[config.mk]
export PLATFORM = sky130hd
export DESIGN_NAME = prim_irq_agg
export DESIGN_NICKNAME = d
export VERILOG_FILES = /design/src/rtl/prim_irq_pkg.sv /design/src/rtl/prim_irq_merge.sv /design/src/rtl/prim_irq_rdmux.sv /design/src/rtl/prim_irq_agg.sv
export SDC_FILE = /design/constraint.sdc
export NUM_CORES = 1
export LEC_CHECK = 0
export BUFFER_PORTS_ARGS = -buffer_cell sky130_fd_sc_hd__buf_2
export CAP_MARGIN = 10
export CORE_MARGIN = 2
export CORE_UTILIZATION = 42
export DETAILED_ROUTE_END_ITERATION = 8
export PLACE_DENSITY = 0.81
export SYNTH_ARGS = -nofsm -noshare
export SYNTH_HDL_FRONTEND = slang
export SYNTH_SLANG_ARGS = --single-unit
[constraint.sdc]
create_clock -name clk -period 2.1 [get_ports clk]
set_input_delay 0 -clock clk [delete_from_list [all_inputs] [get_ports clk]]
set_output_delay 0 -clock clk [all_outputs]
set_load 0.01 [all_outputs]
[src/rtl/prim_irq_pkg.sv]
package prim_irq_pkg;
    // status of master k sits at STAT_BASE + k; force register follows them
    localparam int STAT_BASE = 1;

    function automatic int force_addr(input int num_masters);
        return STAT_BASE + num_masters;
    endfunction
endpackage

[src/rtl/prim_irq_merge.sv]
module prim_irq_merge #(
    parameter int NUM_BANKS = 6,
    parameter int STAT_W    = 8
) (
    input  logic [NUM_BANKS-1:0] req,
    input  logic [STAT_W-1:0]    force_bits,
    output logic [STAT_W-1:0]    status
);
    always_comb begin
        status = STAT_W'(req) | force_bits;
    end
endmodule

[src/rtl/prim_irq_rdmux.sv]
module prim_irq_rdmux
    import prim_irq_pkg::*;
#(
    parameter int NUM_MASTERS = 2,
    parameter int STAT_W      = 8,
    parameter int ADDR_W      = 8
) (
    input  logic [ADDR_W-1:0]             addr,
    input  logic [NUM_MASTERS*STAT_W-1:0] status_all,
    input  logic [STAT_W-1:0]             force_bits,
    output logic [STAT_W-1:0]             rdata
);
    localparam int FORCE_ADDR = force_addr(NUM_MASTERS);

    always_comb begin
        rdata = '0;
        for (int k = 0; k < NUM_MASTERS; k++) begin
            if (addr == ADDR_W'(STAT_BASE + k)) begin
                rdata = status_all[k*STAT_W +: STAT_W];
            end
        end
        if (addr == ADDR_W'(FORCE_ADDR)) begin
            rdata = force_bits;
        end
    end
endmodule

[src/rtl/prim_irq_agg.sv]
module prim_irq_agg
    import prim_irq_pkg::*;
#(
    parameter int NUM_BANKS   = 6,
    parameter int NUM_MASTERS = 2,
    parameter int STAT_W      = 8,
    parameter int ADDR_W      = 8
) (
    input  logic                             clk,
    input  logic                             rst_n,
    input  logic [NUM_MASTERS*NUM_BANKS-1:0] bank_req,
    input  logic [ADDR_W-1:0]                rd_addr,
    output logic [STAT_W-1:0]                rd_data,
    input  logic                             wr_en,
    input  logic [ADDR_W-1:0]                wr_addr,
    input  logic [STAT_W-1:0]                wr_data,
    output logic [NUM_MASTERS-1:0]           irq_n
);
    localparam int FORCE_ADDR = force_addr(NUM_MASTERS);
    localparam logic [STAT_W-1:0] POP_MASK = STAT_W'((1 << NUM_BANKS) - 1);

    typedef struct packed {
        logic [NUM_MASTERS-1:0] irq_n;
        logic [STAT_W-1:0]      rd_data;
        logic [STAT_W-1:0]      force_bits;
    } state_t;

    state_t state_d, state_q;
    logic [NUM_MASTERS*STAT_W-1:0] status_all;
    logic [STAT_W-1:0]             rdata_mux;
    logic                          force_wr;

    for (genvar k = 0; k < NUM_MASTERS; k++) begin : g_master
        prim_irq_merge #(
            .NUM_BANKS (NUM_BANKS),
            .STAT_W    (STAT_W)
        ) i_merge (
            .req        (bank_req[k*NUM_BANKS +: NUM_BANKS]),
            .force_bits (state_q.force_bits),
            .status     (status_all[k*STAT_W +: STAT_W])
        );

        // line follows its master's status one cycle later
        assert_line_low_R3: assert property (@(posedge clk) disable iff (!rst_n)
            (status_all[k*STAT_W +: STAT_W] != '0) |=> (irq_n[k] == 1'b0));
        assert_line_high_R3: assert property (@(posedge clk) disable iff (!rst_n)
            (status_all[k*STAT_W +: STAT_W] == '0) |=> (irq_n[k] == 1'b1));
    end

    prim_irq_rdmux #(
        .NUM_MASTERS (NUM_MASTERS),
        .STAT_W      (STAT_W),
        .ADDR_W      (ADDR_W)
    ) i_rdmux (
        .addr       (rd_addr),
        .status_all (status_all),
        .force_bits (state_q.force_bits),
        .rdata      (rdata_mux)
    );

    assign force_wr = wr_en && (wr_addr == ADDR_W'(FORCE_ADDR));

    always_comb begin
        state_d = state_q;
        if (force_wr) begin
            state_d.force_bits = wr_data & POP_MASK;
        end
        for (int k = 0; k < NUM_MASTERS; k++) begin
            state_d.irq_n[k] = (status_all[k*STAT_W +: STAT_W] == '0);
        end
        state_d.rd_data = rdata_mux;
    end

    always_ff @(posedge clk or negedge rst_n) begin
        if (!rst_n) begin
            state_q.irq_n      <= '1;
            state_q.rd_data    <= '0;
            state_q.force_bits <= '0;
        end else begin
            state_q <= state_d;
        end
    end

    assign rd_data = state_q.rd_data;
    assign irq_n   = state_q.irq_n;

    // unpopulated status positions never read as set
    assert_pad_zero_R1: assert property (@(posedge clk) disable iff (!rst_n)
        (rd_data & ~POP_MASK) == '0);

    // addresses outside the map read zero
    assert_unmapped_zero_R2: assert property (@(posedge clk) disable iff (!rst_n)
        ((rd_addr < ADDR_W'(STAT_BASE)) || (rd_addr > ADDR_W'(FORCE_ADDR)))
        |=> (rd_data == '0));

    // force register only changes on a write to its address
    assert_force_hold_R5: assert property (@(posedge clk) disable iff (!rst_n)
        !force_wr |=> $stable(state_q.force_bits));

    // a zero write empties the force register
    assert_force_clear_R6: assert property (@(posedge clk) disable iff (!rst_n)
        (force_wr && (wr_data == '0)) |=> (state_q.force_bits == '0));

    // with nothing requested and nothing forced, both lines go high
    assert_idle_high_R7: assert property (@(posedge clk) disable iff (!rst_n)
        ((bank_req == '0) && (state_q.force_bits == '0)) |=> (irq_n == '1));
endmodule

# Word level (Yosys, flattened, before mapping)
# Index checks and enable logic that the tools add are counted.
dict set report word_totals {
  regBits 16
  in_bits 39
  out_inout_bits 10
  word_cells 15
}
dict set report op_classes {
  eq_ne 4
  muxes 3
  n_bitwise 2
  reduce_logical 3
}
# cell count
set op_table {}
lappend op_table {{== test 8 x 2 -> 1 bit, second input constant} 3}
lappend op_table {{two-way mux 6 bit} 3}
lappend op_table {{logical NOT 8 bit} 2}
lappend op_table {{bitwise OR 6 bit} 2}
lappend op_table {{== test 8 x 1 -> 1 bit, second input constant} 1}
lappend op_table {{logical AND 1 bit} 1}

# Logic depth before layout (Yosys ltp)
# Gate-level depths: netlist (run 1).
dict set report logic_depth {
  word_depth 4
  depth_mapped 4
}

# Hierarchy
# Synthesis (run 1) repeated with hierarchy kept, for this count alone.
dict set report unflattened {
  hier_cells 89
  hier_area_um2 973.4
}
# module instances cells_each area_each_um2 seq_area_each_um2
set modules_own_cells {}
lappend modules_own_cells {prim_irq_agg 1 42 629.4 402.9}
lappend modules_own_cells {prim_irq_rdmux 1 31 239.0 0.0}
lappend modules_own_cells {prim_irq_merge 2 8 52.6 0.0}

# Worst setup path before layout (run 1)
# OpenSTA, ideal clock, no wires.
dict set report synth_path {
  kind {input port to flip-flop}
  start {in wr_addr[4]}
  end {reg, netlist name state_q[0]}
  setup_ns 0.125
  t_arrival_ns 1.259
  t_required_ns 1.975
  path_slack_ns 0.716
  cell_stages 3
  path_buffers 0
  path_cell_list {or4b_4 nor4_4 mux2_2}
}
dict set report synth_via {
  elab_chain_len 2
}
# item line_no
set synth_lines {}
lappend synth_lines {{start, declared} prim_irq_agg.sv:15} ;# input logic [ADDR_W-1:0] wr_addr,
lappend synth_lines {{== test 8 x 2 -> 1 bit} prim_irq_agg.sv:61} ;# assign force_wr = wr_en && (wr_addr == ADDR_W'(FORCE_ADDR));
lappend synth_lines {{logical AND 1 bit} prim_irq_agg.sv:61}
# Every way passes these cells.
# A chain may end at the register's enable or synchronous reset.

==> results of run 1 <==
layout by cell type (no fill, tap or decap):
master / Yosys / layout
or4_1: 2 / 2
nand2_1: 2 / 2
nor4_4: 1 / 1
clkbuf_4: 0 / 3
mux2_2: 6 / 6
buf_2: 0 / 44
nor2_1: 2 / 2
dfstp_2: 2 / 2
nor2b_1: 12 / 12
nor4_1: 4 / 4
clkbuf_1: 2 / 1
dlygate4sd3_1: 0 / 11
nand3b_1: 1 / 1
dfrtp_1: 12 / 12
a21oi_1: 6 / 6
o21ai_0: 12 / 12
or4b_4: 1 / 1
conb_1: 1 / 2
per-layer routing:
layer / part of all wire (%) / routed length (µm) / vias to the layer above
li1: - / - / 357
met1: 39 / 631 / 328
met2: 54 / 882 / 28
met3: 5.4 / 89 / 4
met4: 2.0 / 32 / 0
met5: 0 / 0 / -
cells by family (layout without fill, tap and decap cells):
| kind of cell | count (synthesis) | count (layout) | synth area share, % |
|---|---|---|---|
| buffers and inverters | 4 | 59 | 3.17 |
| and+or+nand+nor | 25 | 25 | 24.3 |
| other | 1 | 2 | 0.529 |
| muxes | 6 | 6 | 9.52 |
| AOI/OAI and AO/OA | 18 | 18 | 12.7 |
| DFF | 14 | 14 | 49.7 |
flip-flops by register name (all words and copies together) (netlist names):
| name | flops |
|---|---|
| irq_n | 2 |
| rd_data | 6 |
| state_q | 6 |
stage by stage:
step	cell area [µm²]	total power [µW]	hold slack (ns)	utilization, %
finish	1070	532	0.0700	69.2
global route	1070	557	0.0810	69.2
CTS	1070	535	0.0595	69.2
detailed placement	931	365	-0.0971	60.4
global placement	931	363	-0.102	60.4
floorplan	713	322	-0.296	-
worst paths after layout:
| kind | end | startpoint | depth (start not counted) | slack, ns |
|---|---|---|---|---|
| min in group asynchronous | rd_data[3] | rst_n | 2 | 0.13 |
| setup reg to reg | irq_n[0] | state_q[2] | 4 | 0.39 |
| hold reg to reg | state_q[3] | state_q[3] | 1 | 0.56 |
| setup / recovery | irq_n[0] | state_q[2] | 4 | 0.39 |
| max in group asynchronous | irq_n[0] | rst_n | 2 | 1.69 |
| hold / removal | rd_data[4] | rd_addr[1] | 3 | 0.07 |
power by group through the flow:
stage | clock, µW | sequential [µW] | combinational [µW]
after detailed placement | 0 | 287 | 78.5
final | 157 | 281 | 92.8
after CTS | 162 | 281 | 92.0
after global routing | 172 | 283 | 103
after floorplan | 0 | 285 | 36.2
after global placement | 0 | 286 | 76.8
critical path, stage by stage (launching register included):
cell and delay (ns):
dfrtp_1 0.41, nor4_1 0.27, nand2_1 0.12, nor4_1 0.26, dlygate4sd3_1 0.59
repair_timing:
action,CTS,global route
hold buffers,11,0
endpoints found under the hold margin,22,0
setup endpoints to repair,0,0
area by class of cell:
class	count	area [µm²]	area share, %
Timing Repair Buffer	55	330	30.9
Multi-Input combinational cell	51	338	31.7
Sequential cell	14	353	33.1
Tap cell	16	20.0	1.88
Clock buffer	4	26.3	2.46
==> impl_metrics.json, run 1 <==
{
  "placed_cells": 125,
  "ys_seq_area_share_pct": 49.7,
  "area_growth_pct": 50.4,
  "hold_violations": 0,
  "max_cap_violations": 0,
  "fin_skew_ns": 0.00285,
  "clkLatencyLatePin_ns": 0.28,
  "crit_path_end_kind": "register",
  "route.vias.total": 717,
  "nNetsFinal": 164,
  "grtUsageTotal_pct": 18.3,
  "switching_share_pct": 24.2,
  "fp-row-count": 14,
  "cts_made_buffers": 3,
  "peakVddDrop_uv": 299,
  "grt_pass1_vias": 690,
  "fin_crit_ns": 1.71,
  "grt_overflow": 0,
  "p_int_uw": 403,
  "yosysTopAreaCell": "dfrtp_1",
  "use_met1_pct": 17.9,
  "place_worst_setup_slack_ns": 0.523,
  "outcome": "complete, no violations",
  "max_freq_mhz": 584,
  "wl_per_cell_um": 11.7,
  "seqPwrFrac_pct": 52.9,
  "synth_seq_cells": 14,
  "setup_viol": 0,
  "slew_violations": 0,
  "p_comb_share_pct": 17.5,
  "cts_num_sinks": 14,
  "use_met3_pct": 2.40,
  "p_leak_uw": 0.000540,
  "grt_max_degree": 15,
  "vias_per_cell": 5.12,
  "grt_use_met2_pct": 35.7,
  "fp.coreArea_um2": 1540,
  "detail-route-antenna-nets": 0,
  "portBuffers": 44,
  "drive_above_1_share_pct": 46.0,
  "grt_pass1_wl_um": 2690,
  "place_congestion": 0.742,
  "cts_tree": "done",
  "grt-busiest-layer": "met2",
  "synthesis.area_um2": 709,
  "die_h_um": 45.1,
  "arrival_ns": 1.93,
  "synth_flop_cell": "dfrtp_1",
  "clkPwrFrac_pct": 29.6,
  "cts_buffer_depth": 2,
  "wl_um": 1640,
  "post_cts_resized": 0,
  "yosys-top-cells-count": "12 x dfrtp_1, 12 x nor2b_1, 12 x o21ai_0, 6 x a21oi_1, 6 x mux2_2",
  "nFillCells": 140,
  "drtIter0Drc": 10,
  "netlist_top_cells_area": "dfrtp_1 42%, nor2b_1 11%, mux2_2 9.5%",
  "synth-edff-count": 0,
  "final_cells": 140,
  "synthArstFlopShare_pct": 100,
  "ys_warn_count": 0,
  "netlist_instances": 68,
  "critPathLaunchType": "register",
  "postCtsSetupRepairBufs": 0,
  "cp_data_required_time_ns": 2.32,
  "tns_ns": 0,
  "synth.top_cell.area_share_pct": 42.3,
  "cts.clk_slew.worst_paths_ns": 0.08,
  "rsz0062_at_grt": "no",
  "antenna_found_initial": 0,
  "die_w_um": 45.1,
  "clockRootBuffer": "clkbuf_4",
  "syn_area_per_cell_um2": 10.4,
  "fin_crit_sh_pct": 81.5,
  "route.detailed.drc": 0,
  "worstHoldPathType": "in2reg",
  "h-tree-depth": 1,
  "pwr_density_cell_nw_per_um2": 498,
  "start_util_pct": 46.0,
  "cp_max_fo": 4,
  "synth_cell_type_count": 16,
  "die-area_um2": 2030,
  "netSwitchingPower_uw": 129,
  "drt_pre_antenna_iters": 4,
  "path_class": "reg2reg",
  "fin_ws_ns": 0.388,
  "diodes": 0,
  "ios": 49
}
Power figures use the tool's default switching activity.
==> run 2, diff against run 1 <==
--- a/config.mk
+++ b/config.mk
@@ -8,9 +8,9 @@
 export BUFFER_PORTS_ARGS = -buffer_cell sky130_fd_sc_hd__buf_2
 export CAP_MARGIN = 10
 export CORE_MARGIN = 2
-export CORE_UTILIZATION = 42
+export CORE_UTILIZATION = 36
 export DETAILED_ROUTE_END_ITERATION = 8
-export PLACE_DENSITY = 0.81
+export PLACE_DENSITY = 0.74
 export SYNTH_ARGS = -nofsm -noshare
 export SYNTH_HDL_FRONTEND = slang
 export SYNTH_SLANG_ARGS = --single-unit
==> constraint.sdc (replaced) <==
create_clock -name clk -period 1.41 [get_ports clk]
set_input_delay 0 -clock clk [delete_from_list [all_inputs] [get_ports clk]]
set_output_delay 0 -clock clk [all_outputs]
set_load 0.01 [all_outputs]
==> run 2 against run 1 <==
Cell count rose by 14%. Die area rose by 15%. Clock skew fell by 0.00095 ns. Clock-buffer cell count did not move. Sequential power rose by 49%. Power rose by 61%. Register-to-register slack got worse by 0.16 ns. Largest power group unchanged. First-iteration DRC count rose by 20%. Sequential share of layout area fell by 3.1 points. Critical path depth did not move. Setup slack got worse by 0.22 ns. Core utilization fell by 7.3 points.
==> impl_metrics.json, run 2 (synthesis gave the netlist of run 1 again) <==
{
  "wl_um": 1750,
  "cp_max_fo": 2,
  "peakVddDrop_uv": 739,
  "final_cell_mix": "44 x buf_2, 19 x dlygate4sd3_1, 12 x nor2b_1, 12 x o21ai_0, 12 x dfrtp_1",
  "rr_startpoint": "state_q[2]",
  "r2r_setup_slack_ns": 0.23,
  "ios": 49,
  "cts_buffer_depth": 2,
  "start_util_pct": 37.3,
  "arrival_ns": 1.41,
  "max_cap_violations": 0,
  "fp-row-count": 16,
  "hold_depth": 3,
  "dp_hpwl_um": 1300,
  "grt_overflow": 0,
  "vias_per_cell": 4.82,
  "p_leak_uw": 0.000579,
  "route.detailed.drc": 0,
  "drive_above_1_share_pct": 44.4,
  "hold_violations": 0,
  "clockRootBuffer": "clkbuf_4",
  "outcome": "complete, no violations",
  "nNetsFinal": 173,
  "power.total_uw": 858,
  "max_freq_mhz": 806,
  "antenna_found_initial": 0,
  "grtUsageTotal_pct": 17.0,
  "fin_crit_sh_pct": 88.0,
  "grt_pass1_vias": 757,
  "cts_tree": "done",
  "setup_viol": 0,
  "use_met3_pct": 6.48,
  "rsz0062_at_grt": "no",
  "mostFrequentLayoutCell": "buf_2",
  "pwr_density_cell_nw_per_um2": 728,
  "cp_data_required_time_ns": 1.58,
  "crit_path_end_kind": "register",
  "h-tree-depth": 1,
  "die-area_um2": 2340,
  "postCtsSetupRepairBufs": 0,
  "fin_ws_ns": 0.169,
  "path_class": "in2reg",
  "cts_made_buffers": 3,
  "hold_path.startpoint": "rd_addr[1]",
  "largestRegisters": "rd_data: 6 flops, state_q: 6 flops, irq_n: 2 flops",
  "cts.clk_slew.worst_paths_ns": 0.07,
  "stdcell_area_um2": 1180,
  "grt_max_degree": 15,
  "final_util_pct": 62.0,
  "fin_skew_ns": 0.00189,
  "route.vias.total": 771,
  "cts_num_sinks": 14,
  "worst_r2r_endpoint": "irq_n[1]",
  "drt_pre_antenna_iters": 4,
  "die_h_um": 48.4,
  "grt_use_met2_pct": 30.1,
  "detail-route-antenna-nets": 0,
  "place_congestion": 0.850,
  "slew_violations": 0,
  "fin_crit_ns": 1.24,
  "drtIter0Drc": 12,
  "place_area_um2": 952,
  "fp.coreArea_um2": 1900,
  "min_to": "rd_data[1]",
  "grt_pass1_wl_um": 3050,
  "worstHoldPathType": "in2reg",
  "place_worst_setup_slack_ns": -0.0831,
  "die_w_um": 48.4,
  "clkLatencyLatePin_ns": 0.28,
  "wl_per_cell_um": 11.0,
  "use_met1_pct": 17.9,
  "diodes": 0,
  "portBuffers": 44,
  "area_growth_pct": 66.1,
  "grt-busiest-layer": "met2",
  "reg2reg_depth": 3,
  "critPathLaunchType": "input port"
}
[run 2: what timing repair did]
| action | in CTS | in global routing |
|---|---|---|
| endpoints found under the hold margin | 22 | 0 |
| hold buffers | 19 | 0 |
| endpoints found under the setup margin | 0 | 0 |
| gates resized for setup | 0 | 0 |
[run 2: layout make-up]
cell class / count / area (µm²)
Multi-Input combinational cell: 51 / 338
Clock buffer: 4 / 36.3
Tap cell: 27 / 33.8
Fill cell: 165 / 723
Sequential cell: 14 / 353
Timing Repair Buffer: 64 / 418
[run 2: metal layers]
metal  wire length, µm  up-vias
met5                 0        -
met4                51        0
met3               171        9
met2               932       41
met1               598      350
li1                  -      371
[run 2: through the flow]
step	TNS (ns)	std cells	hold slack [ns]
2_1_floorplan	0	69	-0.296
3_3_place_gp	-0.307	137	-0.107
3_5_place_dp	-0.452	137	-0.100
4_1_cts	0	160	0.0658
5_1_grt	0	160	0.0817
6_report	0	160	0.0726
[run 2: worst max-delay path by stage]
| stage | from | cells past startpoint | to |
|---|---|---|---|
| after detailed placement | wr_addr[4] | 5 | state_q[4] |
| after CTS | bank_req[10] | 4 | irq_n[1] |
| after global placement | wr_addr[4] | 5 | state_q[0] |
| final | bank_req[9] | 4 | irq_n[1] |
| after floorplan | wr_addr[4] | 3 | state_q[0] |
| after global routing | bank_req[10] | 4 | irq_n[1] |
[run 2: power by group]
| group | internal [µW] | switching [µW] | total (µW) |
|---|---|---|---|
| registers | 411 | 7.94 | 419 |
| clock network | 157 | 121 | 279 |
| logic | 97.0 | 63.7 | 161 |
| total | 665 | 193 | 858 |
[run 2: critical path, cell delays in order]
cell           delay, ns
dlygate4sd3_1       0.55
buf_2               0.13
or4_1               0.50
nor4_1              0.24
